[config.mk]
export PLATFORM = sky130hd
export DESIGN_NAME = busmode_strap_latch
export DESIGN_NICKNAME = d
export VERILOG_FILES = /design/src/rtl/strap_mode_pkg.sv /design/src/rtl/strap_sync.sv /design/src/rtl/strap_capture.sv /design/src/rtl/strap_cfg_read.sv /design/src/rtl/busmode_strap_latch.sv
export SDC_FILE = /design/constraint.sdc
export NUM_CORES = 1
export LEC_CHECK = 0
export ABC_AREA = 1
export BUFFER_PORTS_ARGS = -buffer_cell sky130_fd_sc_hd__buf_2
export CORE_AREA = 2 2 39 41
export CTS_BUF_LIST = sky130_fd_sc_hd__clkbuf_2 sky130_fd_sc_hd__clkbuf_4 sky130_fd_sc_hd__clkbuf_8
export DETAILED_ROUTE_END_ITERATION = 10
export DIE_AREA = 0 0 41 43
export PLACE_DENSITY = 0.71
export REMOVE_ABC_BUFFERS = 1
export SLEW_MARGIN = 5
export SYNTH_ARGS = -nofsm -noshare
export SYNTH_HDL_FRONTEND = slang
export SYNTH_SLANG_ARGS = --single-unit
[constraint.sdc]
create_clock -name clk -period 0.8 [get_ports clk]
set_input_delay 0.12 -clock clk [delete_from_list [all_inputs] [get_ports clk]]
set_output_delay 0.12 -clock clk [all_outputs]
set_load 0.005 [all_outputs]
[src/rtl/strap_mode_pkg.sv]
package strap_mode_pkg;

    localparam int STRAP_W   = 2;
    localparam int NUM_KINDS = 1 << STRAP_W;

    typedef enum logic [STRAP_W-1:0] {
        HB_PCI     = 2'b00,
        HB_CARDBUS = 2'b01,
        HB_SUBISA  = 2'b10,
        HB_USB     = 2'b11
    } host_bus_e;

    typedef enum logic {
        PH_SAMPLE = 1'b0,
        PH_HOLD   = 1'b1
    } strap_phase_e;

    typedef struct packed {
        host_bus_e              kind;
        logic [NUM_KINDS-1:0]   onehot;
    } bus_sel_t;

    function automatic logic [NUM_KINDS-1:0] kind_to_onehot(input host_bus_e k);
        logic [NUM_KINDS-1:0] r;
        r    = '0;
        r[k] = 1'b1;
        return r;
    endfunction

    function automatic bus_sel_t make_sel(input host_bus_e k);
        bus_sel_t s;
        s.kind   = k;
        s.onehot = kind_to_onehot(k);
        return s;
    endfunction

endpackage

[src/rtl/strap_sync.sv]
module strap_sync #(
    parameter int W      = 2,
    parameter int STAGES = 2
) (
    input  logic         clk,
    input  logic [W-1:0] pin_i,
    output logic [W-1:0] sync_o
);
    // Deliberately not reset: the chain must follow the pads while reset is held.
    logic [W-1:0] stg_q [STAGES];

    always_ff @(posedge clk) stg_q[0] <= pin_i;

    for (genvar i = 1; i < STAGES; i++) begin : g_stage
        always_ff @(posedge clk) stg_q[i] <= stg_q[i-1];
    end

    assign sync_o = stg_q[STAGES-1];
endmodule

[src/rtl/strap_capture.sv]
module strap_capture
    import strap_mode_pkg::*;
(
    input  logic               clk,
    input  logic               rst,
    input  logic [STRAP_W-1:0] sync_i,
    output logic               pullup_en_o,
    output logic               rx_en_o,
    output host_bus_e          kind_o
);
    strap_phase_e phase_q;
    host_bus_e    cap_q;

    always_ff @(posedge clk) begin
        if (rst) begin
            phase_q <= PH_SAMPLE;
            cap_q   <= host_bus_e'(sync_i);
        end else begin
            phase_q <= PH_HOLD;
        end
    end

    assign pullup_en_o = (phase_q == PH_SAMPLE);
    assign rx_en_o     = (phase_q == PH_SAMPLE);
    assign kind_o      = cap_q;

    // pads are released once a full cycle out of reset has passed
    p_pads_off_r2: assert property (@(posedge clk) disable iff (rst)
        !$past(rst) |-> (!pullup_en_o && !rx_en_o));

    // the captured code never moves outside reset
    p_hold_r4: assert property (@(posedge clk) disable iff (rst)
        !$past(rst) |-> $stable(kind_o));
endmodule

[src/rtl/strap_cfg_read.sv]
module strap_cfg_read
    import strap_mode_pkg::*;
#(
    parameter int                ADDR_W    = 9,
    parameter int                DATA_W    = 16,
    parameter logic [ADDR_W-1:0] CFG_ADDR  = '0,
    parameter int                FIELD_LSB = 10
) (
    input  logic               clk,
    input  logic               rst,
    input  logic               rd_en_i,
    input  logic [ADDR_W-1:0]  rd_addr_i,
    input  host_bus_e          kind_i,
    output logic [DATA_W-1:0]  rd_data_o
);
    localparam int FIELD_MSB = FIELD_LSB + STRAP_W - 1;

    logic [DATA_W-1:0] cfg_word;
    logic              hit;

    always_comb begin
        cfg_word = '0;
        cfg_word[FIELD_LSB +: STRAP_W] = kind_i;
    end

    assign hit = rd_en_i && (rd_addr_i == CFG_ADDR);

    always_ff @(posedge clk) begin
        if (rst)      rd_data_o <= '0;
        else if (hit) rd_data_o <= cfg_word;
        else          rd_data_o <= '0;
    end

    // a hit returns the live code in the field
    p_field_r6: assert property (@(posedge clk) disable iff (rst)
        ($past(rd_en_i) && $past(rd_addr_i) == CFG_ADDR && !$past(rst))
        |-> rd_data_o[FIELD_MSB:FIELD_LSB] == kind_i);

    // no read in the previous cycle leaves the bus at zero
    p_idle_zero_r7: assert property (@(posedge clk) disable iff (rst)
        !$past(rd_en_i) |-> rd_data_o == '0);
endmodule

[src/rtl/busmode_strap_latch.sv]
module busmode_strap_latch
    import strap_mode_pkg::*;
#(
    parameter int                ADDR_W      = 9,
    parameter int                DATA_W      = 16,
    parameter logic [ADDR_W-1:0] CFG_ADDR    = '0,
    parameter int                FIELD_LSB   = 10,
    parameter int                SYNC_STAGES = 2
) (
    input  logic                  clk,
    input  logic                  rst,
    input  logic [STRAP_W-1:0]    strap_pin_i,
    output logic                  pullup_en_o,
    output logic                  rx_en_o,
    output logic [STRAP_W-1:0]    bus_kind_o,
    output logic [NUM_KINDS-1:0]  bus_onehot_o,
    input  logic                  rd_en_i,
    input  logic [ADDR_W-1:0]     rd_addr_i,
    output logic [DATA_W-1:0]     rd_data_o
);
    logic [STRAP_W-1:0] sync_val;
    host_bus_e          kind;
    bus_sel_t           sel;

    strap_sync #(.W(STRAP_W), .STAGES(SYNC_STAGES)) u_sync (
        .clk    (clk),
        .pin_i  (strap_pin_i),
        .sync_o (sync_val)
    );

    strap_capture u_cap (
        .clk         (clk),
        .rst         (rst),
        .sync_i      (sync_val),
        .pullup_en_o (pullup_en_o),
        .rx_en_o     (rx_en_o),
        .kind_o      (kind)
    );

    strap_cfg_read #(
        .ADDR_W    (ADDR_W),
        .DATA_W    (DATA_W),
        .CFG_ADDR  (CFG_ADDR),
        .FIELD_LSB (FIELD_LSB)
    ) u_rd (
        .clk       (clk),
        .rst       (rst),
        .rd_en_i   (rd_en_i),
        .rd_addr_i (rd_addr_i),
        .kind_i    (kind),
        .rd_data_o (rd_data_o)
    );

    assign sel          = make_sel(kind);
    assign bus_kind_o   = sel.kind;
    assign bus_onehot_o = sel.onehot;

    // exactly one decode line, matching the code
    p_onehot_r8: assert property (@(posedge clk) disable iff (rst)
        ($countones(bus_onehot_o) == 1) && bus_onehot_o[bus_kind_o]);
endmodule

==> summary.md, run 1 <==
| Metric | Value |
|---|---|
| I/O pin total | 38 |
| Sequential group share of total power | 50.2% |
| Most congested layer reported by global routing | met2 |
| Final #Nets | 89 |
| Crit path kind | register to output pin |
| Sink Count | 9 |
| Worst skew pair latency | 260 ps |
| Clk pin slew, worst setup/hold paths | 60 ps |
| Syn Std Cell Area | 395 um2 |
| Met2 usage | 16.6% |
| Post-synthesis register bit count | 9 |
| Crit path required time | 680 ps |
| Num CTS Buffers | 3 |
| Final worst slack | -285 ps |
| Die Ht | 43 um |
| Initial Utilization | 28.6% |
| DRT antenna net count | 0 |
| Sw Ratio | 21.8% |
| Core footprint | 0.00138 mm2 |
| Layout area overhead | 36.1% |
| YS warnings | 0 |
| Die width | 41 um |
| CTS Buffer Depth | 2 |
| Max FO, Critical Path | 5 |
| Initial antenna violation count | 0 |
| GRT overflow | 0 |
| RSZ-0062 raised after global routing | yes |
| Final Critical Period | 1090 ps |
| Avg Vias per Cell | 3.43 |
| Routed wire per std cell | 7.66 um |
| MaxCap Viol Count | 0 |
| Seq/Total Area, Yosys | 50.6% |
| Startpoint Class | register |
| Vias in the first global route | 322 |
| DRC | 0 |
| Share of cells above drive strength 1 | 40.5% |
| Final setup viols | 8 |
| Switching power of the nets | 215 uW |
| Final wirelength | 689 um |
| Root buffer cell | clkbuf_4 |
| Placed Cells incl. Taps | 83 |
| Fillers | 146 |
| Logic pwr share | 10.9% |
| Final hold vios | 0 |
| Worst Hold Class | input pin to register |
| Max Clock Skew | 7.62 ps |
| Worst vdd ir | 1.36 mV |
| Setup crit start | u_cap.kind_o[1] |
| TritonRoute pass-1 iters | 2 |
| Int Pwr | 769 uW |
| Synth cell types | 7 |
| Outcome | finished, violations left |
| Setup TNS | -1500 ps |
| Failing checks | negative setup slack |
| Largest net degree at the start of global routing | 6 |
| Tcrit/Tclk final | 136% |
| Hold Crit Start | rst |
| GR Util met3 | 10.5% |
| Port Buffers | 23 |
| Total power after layout | 984 uW |
| First-pass GRT wire length | 1090 um |
| Fmax | 921 MHz |
| Avg Cell Area, Syn | 8.60 um2 |
| Cells after synthesis | 46 |
| H-tree depth | 1 |
| Reg-to-reg critical path startpoint | u_cap.kind_o[1] |
| Die area | 0.00176 mm2 |
| Non-Filler Instances | 90 |
| Ant. Diodes | 0 |
| Crit path arrival time | 970 ps |
| GRT Overall Usage | 10.1% |
| CTS tree | done |
| Vias | 309 |
| Worst setup EP type | output pin |
| DP Worst Slack | 2.07 ps |
| Clock power share | 38.9% |
| Pwr per Cell Area | 1830 mW/mm2 |
| Site row count | 14 |
| Global routing met1 resource utilization | 6.91% |
| DRT iter0 DRCs | 4 |
| Routability congestion estimate | 0.615 |
| Pleak | 0.311 nW |
| Final Max Slew Viols | 0 |
-- synth_stat cells --
| cell | n | area (um2) |
|---|---|---|
| inv_1 | 5 | 18.8 |
| nand2_1 | 5 | 18.8 |
| conb_1 | 1 | 3.75 |
| dfxtp_1 | 7 | 140 |
| edfxtp_1 | 2 | 60.1 |
| buf_4 | 15 | 113 |
| nor2_1 | 11 | 41.3 |
-- power groups by stage --
stage	clock, mW	combinational, mW	sequential [mW]
finish	0.383	0.107	0.494
global route	0.433	0.126	0.496
CTS	0.407	0.0992	0.493
detailed placement	0	0.0882	0.504
global placement	0	0.0870	0.502
floorplan	0	0.0351	0.502
-- registers in the layout, summed over array words and instances, names as in the netlist --
name            cells
u_sync.stg_q        4
u_cap.kind_o        2
u_cap.phase_q       1
u_rd.rd_data_o      2
-- kinds of logic (layout without fill, tap and decap cells) --
family / count (synthesis) / count (layout) / share of synthesized area (%)
buffers and inverters: 20 / 35 / 33.2
DFF: 9 / 9 / 50.6
other: 1 / 14 / 0.948
and+or+nand+nor: 16 / 16 / 15.2
-- cell type report --
class	count	area [um2]	share of cell area, %
inverters	5	18.8	3.49
repair buffers	26	155	28.8
well taps	16	20.0	3.72
multi-input cells	30	113	20.9
flip-flops and latches	9	201	37.4
clock buffers	4	30.0	5.58
-- stage by stage --
step | instance area (um2) | hold WS [ps] | utilization, %
3_5_place_dp | 467 | 224 | 33.7
3_3_place_gp | 467 | 222 | 33.7
5_1_grt | 538 | 45.6 | 38.9
4_1_cts | 524 | 50.9 | 37.9
2_1_floorplan | 332 | 148 | -
6_report | 538 | 51.5 | 38.9
-- final timing paths --
path                        endpoint  slack, ps  cells after the start
setup / recovery     bus_onehot_o[2]       -290                      3
hold / removal         u_cap.phase_q         50                      2
setup reg to reg  u_rd.rd_data_o[11]         30                      3
hold reg to reg   u_sync.stg_q[1][1]        330                      0
-- critical path, stage by stage (launching register included) --
cell	delay, ps
edfxtp_1	440
inv_1	100
nor2_1	40
buf_2	120
-- placed cells by master (no fill, tap or decap), drive strengths merged --
cell type	instances
dlygate4sd3	2
dfxtp	7
conb	14
buf	24
inv	5
edfxtp	2
clkbuf	4
nor2	11
nand2	5
-- metal layers --
metal | share of wire (%) | up-vias
met5 | 0 | -
met4 | 1.3 | 0
met3 | 17 | 2
met2 | 53 | 24
met1 | 29 | 122
li1 | - | 161
-- repair_timing --
item,in CTS,in global routing
buffers inserted,1,0
pin swaps,2,1
endpoints found under the setup margin,10,11
hold buffers,2,0
gates resized for setup,0,4
endpoints found under the hold margin,2,0
(Power assumes the default switching activity.)
==> run 2, diff against run 1 <==
--- a/config.mk
+++ b/config.mk
@@ -7,10 +7,10 @@
 export LEC_CHECK = 0
 export ABC_AREA = 1
 export BUFFER_PORTS_ARGS = -buffer_cell sky130_fd_sc_hd__buf_2
-export CORE_AREA = 2 2 39 41
+export CORE_AREA = 4 4 41 43
 export CTS_BUF_LIST = sky130_fd_sc_hd__clkbuf_2 sky130_fd_sc_hd__clkbuf_4 sky130_fd_sc_hd__clkbuf_8
 export DETAILED_ROUTE_END_ITERATION = 10
-export DIE_AREA = 0 0 41 43
+export DIE_AREA = 0 0 45 47
 export PLACE_DENSITY = 0.71
 export REMOVE_ABC_BUFFERS = 1
 export SLEW_MARGIN = 5
==> constraint.sdc (replaced) <==
create_clock -name clk -period 0.8 [get_ports clk]
set_input_delay 0.08 -clock clk [delete_from_list [all_inputs] [get_ports clk]]
set_output_delay 0.08 -clock clk [all_outputs]
set_load 0.005 [all_outputs]
==> summary.md, run 2 (synthesis results as in run 1) <==
| Metric | Value |
|---|---|
| Root buffer cell | clkbuf_4 |
| Die area | 0.00212 mm2 |
| Vias in the first global route | 306 |
| DRT antenna net count | 0 |
| Setup crit start | u_cap.kind_o[1] |
| Commonest cells after routing, fill and taps aside | 23 x buf_2, 14 x conb_1, 9 x nor2_1 |
| Final Cell Area | 568 um2 |
| Avg Vias per Cell | 3.62 |
| Fmax | 964 MHz |
| Worst skew pair latency | 260 ps |
| Initial antenna violation count | 0 |
| Total power after layout | 965 uW |
| Ant. Diodes | 0 |
| CTS Buffer Depth | 2 |
| Tcrit/Tclk final | 130% |
| Clk pin slew, worst setup/hold paths | 60 ps |
| Final worst slack | -237 ps |
| Crit path required time | 720 ps |
| Outcome | finished, violations left |
| Num CTS Buffers | 3 |
| Die Ht | 47 um |
| DRT iter0 DRCs | 4 |
| GRT Overall Usage | 8.29% |
| Layout area overhead | 43.7% |
| Crit path kind | register to output pin |
| MaxCap Viol Count | 0 |
| Final hold slack | 18.1 ps |
| DRC | 0 |
| Final setup viols | 10 |
| Reg-to-reg critical path startpoint | u_cap.kind_o[0] |
| Crit path arrival time | 960 ps |
| Pwr per Cell Area | 1700 mW/mm2 |
| Worst Hold Class | input pin to register |
| Die width | 45 um |
| First-pass GRT wire length | 1160 um |
| Startpoint Class | register |
| Reg2reg path depth | 5 |
| Reg with most FFs | u_sync.stg_q |
| R2R Setup Slk | -130 ps |
| Site row count | 13 |
| Vias | 337 |
| Max FO, Critical Path | 5 |
| Placed Cells incl. Taps | 82 |
| Initial Utilization | 30.4% |
| Failing checks | negative setup slack |
| Worst vdd ir | 0.892 mV |
| GRT overflow | 0 |
| Pleak | 0.325 nW |
| Share of cells above drive strength 1 | 46.2% |
| Final hold vios | 0 |
| Max Clock Skew | 5.36 ps |
| Port Buffers | 23 |
| Commonest non-fill, non-tap cell in the layout | buf_2 |
| CP endpoint | bus_onehot_o[3] |
| H-tree depth | 1 |
| Max reg flops | 4 |
| Fin util | 43.7% |
| I/O pin total | 38 |
| Worst setup EP type | output pin |
| Final Critical Period | 1040 ps |
| Non-Filler Instances | 93 |
| CTS tree | done |
| Core footprint | 0.00130 mm2 |
| Dpl cell area | 465 um2 |
| RR Endpoint | u_rd.rd_data_o[10] |
| Largest net degree at the start of global routing | 7 |
| Routability congestion estimate | 0.569 |
| Final Max Slew Viols | 0 |
| TritonRoute pass-1 iters | 2 |
| Sink Count | 9 |
| RSZ-0062 raised after global routing | yes |
| Final wirelength | 711 um |
| Routed wire per std cell | 7.65 um |
| Final #Nets | 93 |
==> run 2: cell types whose count changed in the layout (fill, tap and decap cells not counted) <==
cell	delta
clkbuf_4	-1
inv_1	-1
dfxtp_1	+1
inv_2	+1
nor2_1	-2
clkinv_2	+1
buf_2	+2
buf_4	+2
nor2_4	+1
nor2_2	+1
dfxtp_2	-1
==> run 2: worst min path at each step <==
stage                     depth (start not counted)            endpoint            from  slack [ps]
after floorplan                                   0  u_sync.stg_q[0][0]  strap_pin_i[0]         110
after global placement                            1  u_sync.stg_q[0][1]  strap_pin_i[1]         180
after detailed placement                          1  u_sync.stg_q[0][1]  strap_pin_i[1]         180
after CTS                                         2       u_cap.phase_q             rst          10
after global routing                              2       u_cap.phase_q             rst           5
final                                             2       u_cap.phase_q             rst          20
==> run 2: through the flow <==
step	TNS, ps	setup slack [ps]
6_report	-1420	-237
5_1_grt	-2110	-325
4_1_cts	-1410	-247
3_5_place_dp	0	41.2
3_3_place_gp	0	46.1
2_1_floorplan	0	136
==> run 2: what timing repair did <==
item	in CTS	in global routing
hold buffers	2	0
resized for setup	2	5
pin swaps	3	3
setup buffers	4	1
hold endpoints to repair	2	0
setup endpoints to repair	8	10
==> run 2: power by group <==
group          total, mW  switching, mW  internal (mW)
clock network      0.349          0.165          0.184
logic              0.122         0.0542         0.0679
registers          0.494        0.00965          0.484
==> run 2: layer usage <==
metal | up-vias | global-route usage (%) | share of wire (%)
li1 | 171 | - | -
met3 | 2 | 5.75 | 23
met4 | 0 | 5.26 | 1.1
met1 | 135 | 8.39 | 31
met2 | 29 | 12.4 | 45
met5 | - | 0 | 0
==> run 2: worst max-delay path: stages (launching register included) <==
cell and delay, ps:
edfxtp_1 450, nand2_1 100, inv_1 30, buf_2 110
==> run 2: cell type report <==
| type | instances | area (um2) |
|---|---|---|
| Fill cell | 133 | 733 |
| Tap cell | 15 | 18.8 |
| Sequential cell | 9 | 200 |
| Timing Repair Buffer | 30 | 180 |
| Multi-Input combinational cell | 30 | 123 |
| Clock buffer | 3 | 22.5 |
| Clock inverter | 1 | 5.00 |
| Inverter | 5 | 18.8 |
